### src/rtl/trim_pkg.sv
package trim_pkg;
  // strobes from control to datapath
  typedef struct packed {
    logic ldCode;
    logic incCode;
    logic decCode;
  } trimStrobe_t;

  typedef enum logic [2:0] {
    ST_RDREQ,
    ST_RDCAP,
    ST_RUN,
    ST_WRSTB,
    ST_WRSETTLE,
    ST_WRWAIT
  } trimState_t;
endpackage

### src/rtl/trim_pulse_qual.sv
// Measures how long a level stays active, in ticks. Fires once, on the tick
// that completes WIDTH_TICKS. The level must then go inactive before the
// qualifier re-arms. hold clears the measurement and disarms.
module trim_pulse_qual #(
  parameter int WIDTH_TICKS = 200
) (
  input  logic clk,
  input  logic rst_n,
  input  logic tick,
  input  logic level,
  input  logic hold,
  output logic fire
);
  localparam int CNT_W = $clog2(WIDTH_TICKS + 1);
  localparam logic [CNT_W-1:0] LAST = CNT_W'(WIDTH_TICKS - 1);

  logic             armed;
  logic [CNT_W-1:0] widthCnt;

  assign fire = !hold && armed && level && tick && (widthCnt == LAST);

  always_ff @(posedge clk or negedge rst_n) begin
    if (!rst_n) begin
      armed    <= 1'b0;
      widthCnt <= '0;
    end else if (hold) begin
      armed    <= 1'b0;
      widthCnt <= '0;
    end else if (!level) begin
      armed    <= 1'b1;
      widthCnt <= '0;
    end else if (armed && tick) begin
      if (widthCnt == LAST) begin
        armed    <= 1'b0;
        widthCnt <= '0;
      end else begin
        widthCnt <= widthCnt + 1'b1;
      end
    end
  end
endmodule

### src/rtl/trim_ctl.sv
module trim_ctl
  import trim_pkg::*;
#(
  parameter int ACCEPT_TICKS = 200,
  parameter int GAP_TICKS    = 10,
  parameter int PROG_TICKS   = 200
) (
  input  logic        clk,
  input  logic        rst_n,
  input  logic        tick,
  input  logic        cntEn,
  input  logic        lvlLow,
  input  logic        lvlHigh,
  input  logic        progFlag,
  input  logic        nvmBusy,
  output trimStrobe_t strobe,
  output logic        nvmRdEn,
  output logic        nvmWrEn,
  output logic        storing
);
  localparam int GAP_W = $clog2(GAP_TICKS + 1);

  trimState_t       state, stateNx;
  logic [1:0]       lineAct, lineFire;
  logic             progFire, holdLine, runIdle;
  logic             countEvt, firstDone, gapOpen;
  logic [GAP_W-1:0] gapCnt;

  // bit 0: low excursion (count up), bit 1: high excursion (count down)
  assign lineAct  = {lvlHigh & ~lvlLow, lvlLow & ~lvlHigh};
  assign runIdle  = (state == ST_RUN);
  assign holdLine = !runIdle;
  assign storing  = (state == ST_WRSTB) || (state == ST_WRSETTLE) || (state == ST_WRWAIT);

  for (genvar g = 0; g < 2; g++) begin : g_line
    trim_pulse_qual #(.WIDTH_TICKS(ACCEPT_TICKS)) u_qual (
      .clk   (clk),
      .rst_n (rst_n),
      .tick  (tick),
      .level (lineAct[g]),
      .hold  (holdLine),
      .fire  (lineFire[g])
    );
  end

  trim_pulse_qual #(.WIDTH_TICKS(PROG_TICKS)) u_progQual (
    .clk   (clk),
    .rst_n (rst_n),
    .tick  (tick),
    .level (progFlag),
    .hold  (1'b0),
    .fire  (progFire)
  );

  assign gapOpen  = (gapCnt == '0);
  assign countEvt = runIdle && cntEn && gapOpen && (|lineFire) && !progFire;

  always_ff @(posedge clk or negedge rst_n) begin
    if (!rst_n) begin
      gapCnt    <= '0;
      firstDone <= 1'b0;
    end else if (countEvt) begin
      gapCnt    <= GAP_W'(GAP_TICKS);
      firstDone <= 1'b1;
    end else if (tick && !gapOpen) begin
      gapCnt    <= gapCnt - 1'b1;
    end
  end

  always_comb begin
    stateNx = state;
    strobe  = '0;
    nvmRdEn = 1'b0;
    nvmWrEn = 1'b0;
    case (state)
      ST_RDREQ: begin
        nvmRdEn = 1'b1;
        stateNx = ST_RDCAP;
      end
      ST_RDCAP: begin
        strobe.ldCode = 1'b1;
        stateNx       = ST_RUN;
      end
      ST_RUN: begin
        if (progFire) begin
          stateNx = ST_WRSTB;
        end else if (countEvt && firstDone) begin
          strobe.incCode = lineFire[0];
          strobe.decCode = lineFire[1];
        end
      end
      ST_WRSTB: begin
        nvmWrEn = 1'b1;
        stateNx = ST_WRSETTLE;
      end
      ST_WRSETTLE: stateNx = ST_WRWAIT;
      ST_WRWAIT: if (!nvmBusy) stateNx = ST_RUN;
      default: stateNx = ST_RDREQ;
    endcase
  end

  always_ff @(posedge clk or negedge rst_n) begin
    if (!rst_n) state <= ST_RDREQ;
    else        state <= stateNx;
  end
endmodule

### src/rtl/trim_dp.sv
module trim_dp
  import trim_pkg::*;
#(
  parameter int CODE_W = 7
) (
  input  logic              clk,
  input  logic              rst_n,
  input  trimStrobe_t       strobe,
  input  logic [CODE_W-1:0] nvmRdData,
  output logic [CODE_W-1:0] code
);
  localparam logic [CODE_W-1:0] MAXV = '1;

  always_ff @(posedge clk or negedge rst_n) begin
    if (!rst_n)                                 code <= '0;
    else if (strobe.ldCode)                     code <= nvmRdData;
    else if (strobe.incCode && code != MAXV)    code <= code + 1'b1;
    else if (strobe.decCode && code != '0)      code <= code - 1'b1;
  end
endmodule

### src/rtl/trim_ctl_top.sv
module trim_ctl_top
  import trim_pkg::*;
#(
  parameter int CODE_W       = 7,
  parameter int ACCEPT_TICKS = 200,
  parameter int GAP_TICKS    = 10,
  parameter int PROG_TICKS   = 200
) (
  input  logic              clk,
  input  logic              rst_n,
  input  logic              tick,
  input  logic              cntEn,
  input  logic              lvlLow,
  input  logic              lvlHigh,
  input  logic              progFlag,
  input  logic [CODE_W-1:0] nvmRdData,
  input  logic              nvmBusy,
  output logic [CODE_W-1:0] trimCode,
  output logic              nvmRdEn,
  output logic              nvmWrEn,
  output logic [CODE_W-1:0] nvmWrData,
  output logic              storing
);
  trimStrobe_t ctlStrobe;

  trim_ctl #(
    .ACCEPT_TICKS (ACCEPT_TICKS),
    .GAP_TICKS    (GAP_TICKS),
    .PROG_TICKS   (PROG_TICKS)
  ) u_ctl (
    .clk      (clk),
    .rst_n    (rst_n),
    .tick     (tick),
    .cntEn    (cntEn),
    .lvlLow   (lvlLow),
    .lvlHigh  (lvlHigh),
    .progFlag (progFlag),
    .nvmBusy  (nvmBusy),
    .strobe   (ctlStrobe),
    .nvmRdEn  (nvmRdEn),
    .nvmWrEn  (nvmWrEn),
    .storing  (storing)
  );

  trim_dp #(.CODE_W(CODE_W)) u_dp (
    .clk       (clk),
    .rst_n     (rst_n),
    .strobe    (ctlStrobe),
    .nvmRdData (nvmRdData),
    .code      (trimCode)
  );

  assign nvmWrData = trimCode;
endmodule

### config.mk
export PLATFORM = sky130hd
export DESIGN_NAME = trim_ctl_top
export DESIGN_NICKNAME = d
export VERILOG_FILES = /design/src/rtl/trim_pkg.sv /design/src/rtl/trim_pulse_qual.sv /design/src/rtl/trim_ctl.sv /design/src/rtl/trim_dp.sv /design/src/rtl/trim_ctl_top.sv
export SDC_FILE = /design/constraint.sdc
export NUM_CORES = 1
export LEC_CHECK = 0
export BUFFER_PORTS_ARGS = -buffer_cell sky130_fd_sc_hd__buf_2
export CAP_MARGIN = 0
export CORE_ASPECT_RATIO = 1.5
export CORE_MARGIN = 2
export CORE_UTILIZATION = 58
export DETAILED_ROUTE_END_ITERATION = 10
export PLACE_DENSITY = 0.77
export SYNTH_ARGS = -nofsm -noshare
export SYNTH_HDL_FRONTEND = slang
export SYNTH_HIERARCHICAL = 1
export SYNTH_SLANG_ARGS = --single-unit
### constraint.sdc
create_clock -name clk -period 5.6 [get_ports clk]
set_clock_uncertainty 0.2 [all_clocks]
set_input_delay 0.84 -clock clk [delete_from_list [all_inputs] [get_ports clk]]
set_output_delay 0.84 -clock clk [all_outputs]
set_load 0.01 [all_outputs]
==> results.md <==
* Status: finished, final reports clean
* Initial Utilization at 59.7%
* CP peak stage delay at about 0.54 ns
* Worst-skew pair later-pin latency at approximately 0.3 ns
* Placed Cells incl. Taps at 357
* Leakage power at 0.00138 uW
* Crit path DAT at 4.62 ns
* FF/Latch Area at 1050 um2
* Worst Setup EP: u_dp/code[6]$_DFFE_PN0P_
* Total gr overflow at 0
* Worst Hold Class: flop to flop
* Slew headroom at 37.8%
* CTS sink cnt at 42
* Family with the most delay on the worst path: simple AND/OR/NAND/NOR gates
* Die H at 87.4 um
* Hold WS at 0.319 ns
* Row count at 30
* PwrDens at 215 nW/um2
* RR Startpoint: u_ctl/state[0]$_DFFE_PN0P_
* Fin. max-slew vios at 0
* Unrepaired setup endpoints after global routing: false
* Post-Syn Instances at 283
* Port Buffers at 31
* Drt pass-1 iters at 4
* DRT antenna net count at 0
* Wire per inst at roughly 15 um
* R2R depth at 14
* Synth Area per Inst at 9.51 um2
* Final worst path period need at ~4.6 ns
* Clock Path Buffers at 2
* Tot GR Track Use at between 20% and 30%
* Largest fanout on the critical path at 9
* Max Cap Viol at 0
* FILL cells at just under 400
* Min-Delay Path Depth at 1
* CP Launch Type: flop
* Initial antenna violation count at 0
* Peak supply drop at 133 uV
* Chip Width at 59.6 um
* Die area at 5210 um2
* Final Hold Viols at 0
* Seq/Total Area, Yosys at about two fifths
* First-pass GRT wire length at 9.74 mm
* Crit. Startpoint: u_ctl/state[0]$_DFFE_PN0P_
* Yosys warns at 6
* TritonCTS clock tree: yes
* Ant. Diodes at 0
* CP bufs+invs at 1
* Vias per inst at 5.99
* Crit path required time at between 5 and 6 ns
* Cells along the critical path: or3b_4, nand2b_1, nor3_1, nor2_1, nor4_4, and3_1, o21a_1, inv_1, fa_1, a211oi_1, o21bai_1, a2111oi_1, a32o_1, nor3_2
* DRC at 0
* Root buffer cell: clkbuf_8
* Worst R2R End: u_dp/code[6]$_DFFE_PN0P_
* Distinct cell type count after synthesis at 58
* R2R Setup Slk at 0.96 ns
* Hold Startpoint: u_ctl/firstDone$_DFFE_PN0P_
* Critical Path End Type: flop
* Footprint of the multi-input gates at 1540 um2
* Achievable Freq at 216 MHz
* Nets at 344
* Final setup fails at 0
* Post-CTS Setup Repair Bufs at 0
* Layout cells sized above 1 at 22.5%
* Critical path class: flop to flop
* Post-synth top area share at 39.1%
* Worst-Margin Slew at 0.932 ns
* Synth Flop Type: dfrtp_1
* Synthesized cell area at 2690 um2
* H-tree depth at 2
* Number of synthesized flops with an enable pin at 0
* Synth area leaders: dfrtp_1 (39%), ha_1 (5.6%), xnor2_1 (5.2%)
* HPWL Detailed at ~4 mm
* Setup TNS at 0 ns
* Worst path slowest cell: a2111oi_1
* Final WL at about 5.6 mm
* Period utilisation layout at between 80% and 90%
* Vias at between 2000 and 2500
* CTS clk-pin slew, worst paths at 0.08 ns
* Vias in the first global route at 2135
* Initial detailed-routing violation count at 118
* Post_cts resized at 0
* Floorplan core area at 4500 um2
* Final GP Congestion at 0.838
* CTS Hold Bufs at 0
* Post-synthesis register bit count at 42
* Ys async rst share at between 90% and 100%
* I/O pins at 32
* Num CTS Buffers at 5
* Synth top cells by count: dfrtp_1 (42), nor2_1 (27), nand2_1 (24)
* Final instance count without filler cells at 364
* Critical Path Stages at 14
* Area Growth Syn to Fin at 9.34%
* Largest net degree at the start of global routing at between 40 and 50
* Synth area leader: dfrtp_1
* Count leader, synth: dfrtp_1
-- per-layer routing --
layer / global-route usage [%] / up-vias / part of all wire [%]
li1: - / 1072 / -
met1: 31.0 / 1043 / 44
met2: 39.3 / 47 / 50
met3: 3.12 / 19 / 3.0
met4: 10.9 / 0 / 3.0
met5: 0 / - / 0
-- state kept, by name (all words and copies together), names as in the netlist --
register                      count
u_ctl/firstDone                   1
u_ctl/g_line.u_qual/armed         2
u_ctl/g_line.u_qual/widthCnt     16
u_ctl/gapCnt                      4
u_ctl/state                       3
u_ctl/u_progQual/armed            1
u_ctl/u_progQual/widthCnt         8
u_dp/code                         7
-- cells in the final DEF, fill, tap and decap left out, types with 2 or more instances in the layout --
cell	count
xnor2_1	16
a31oi_1	3
nor2_1	27
nand3_1	16
nand2b_1	5
and2b_1	3
nand4b_2	3
a211oi_2	9
nor2b_1	6
o21ai_1	3
nand3b_1	2
nand2_1	24
a21oi_1	20
o21ai_2	3
dfrtp_1	42
ha_1	12
o22ai_1	2
xor2_1	3
mux2i_1	2
a21o_1	2
buf_2	31
and4b_1	3
clkbuf_8	5
nand4_2	3
a211o_1	2
inv_1	13
nor3_1	8
clkinv_2	2
and3_1	2
conb_1	3
o21ai_0	6
nand4_1	4
nand2_2	3
or4_1	2
-- how the worst min path moves through the flow --
stage	endpoint	slack [ns]
final	u_ctl/firstDone$_DFFE_PN0P_	0.32
after global routing	u_ctl/firstDone$_DFFE_PN0P_	0.35
after CTS	u_ctl/firstDone$_DFFE_PN0P_	0.32
after detailed placement	u_ctl/firstDone$_DFFE_PN0P_	0.29
after global placement	u_ctl/firstDone$_DFFE_PN0P_	0.28
after floorplan	u_ctl/firstDone$_DFFE_PN0P_	0.25
-- power breakdown --
group,leakage (uW),switching [uW],internal [uW]
registers,0.000547,19.8,321
logic,0.000793,58.0,46.3
clock network,0.0000438,104,83.8
-- layout make-up --
class                      instances  area share [%]
multi-input combinational        222            52.4
sequential                        42            35.7
timing repair buffer              32            5.53
clock buffer                       5            2.34
tap                               48            2.04
inverter                          13            1.66
clock inverter                     2           0.340
-- cell families after synthesis --
kind of cell | share of synthesized area [%]
simple gates | 26.2
buf+inv | 3.95
mux | 1.16
xor+xnor | 6.18
fa+ha+maj | 6.32
compound gates | 17.0
flops | 39.1
other cells | 0.139
-- through the flow --
stage	total power, uW	setup slack [ns]	cell area, um2	utilization, %
floorplan	416	1.64	2700	-
global placement	446	1.16	2860	63.6
detailed placement	450	1.03	2860	63.6
CTS	636	1.11	2940	65.3
global route	668	0.670	2940	65.3
finish	633	0.964	2940	65.3
No activity file was read; power rests on OpenSTA's default activity.
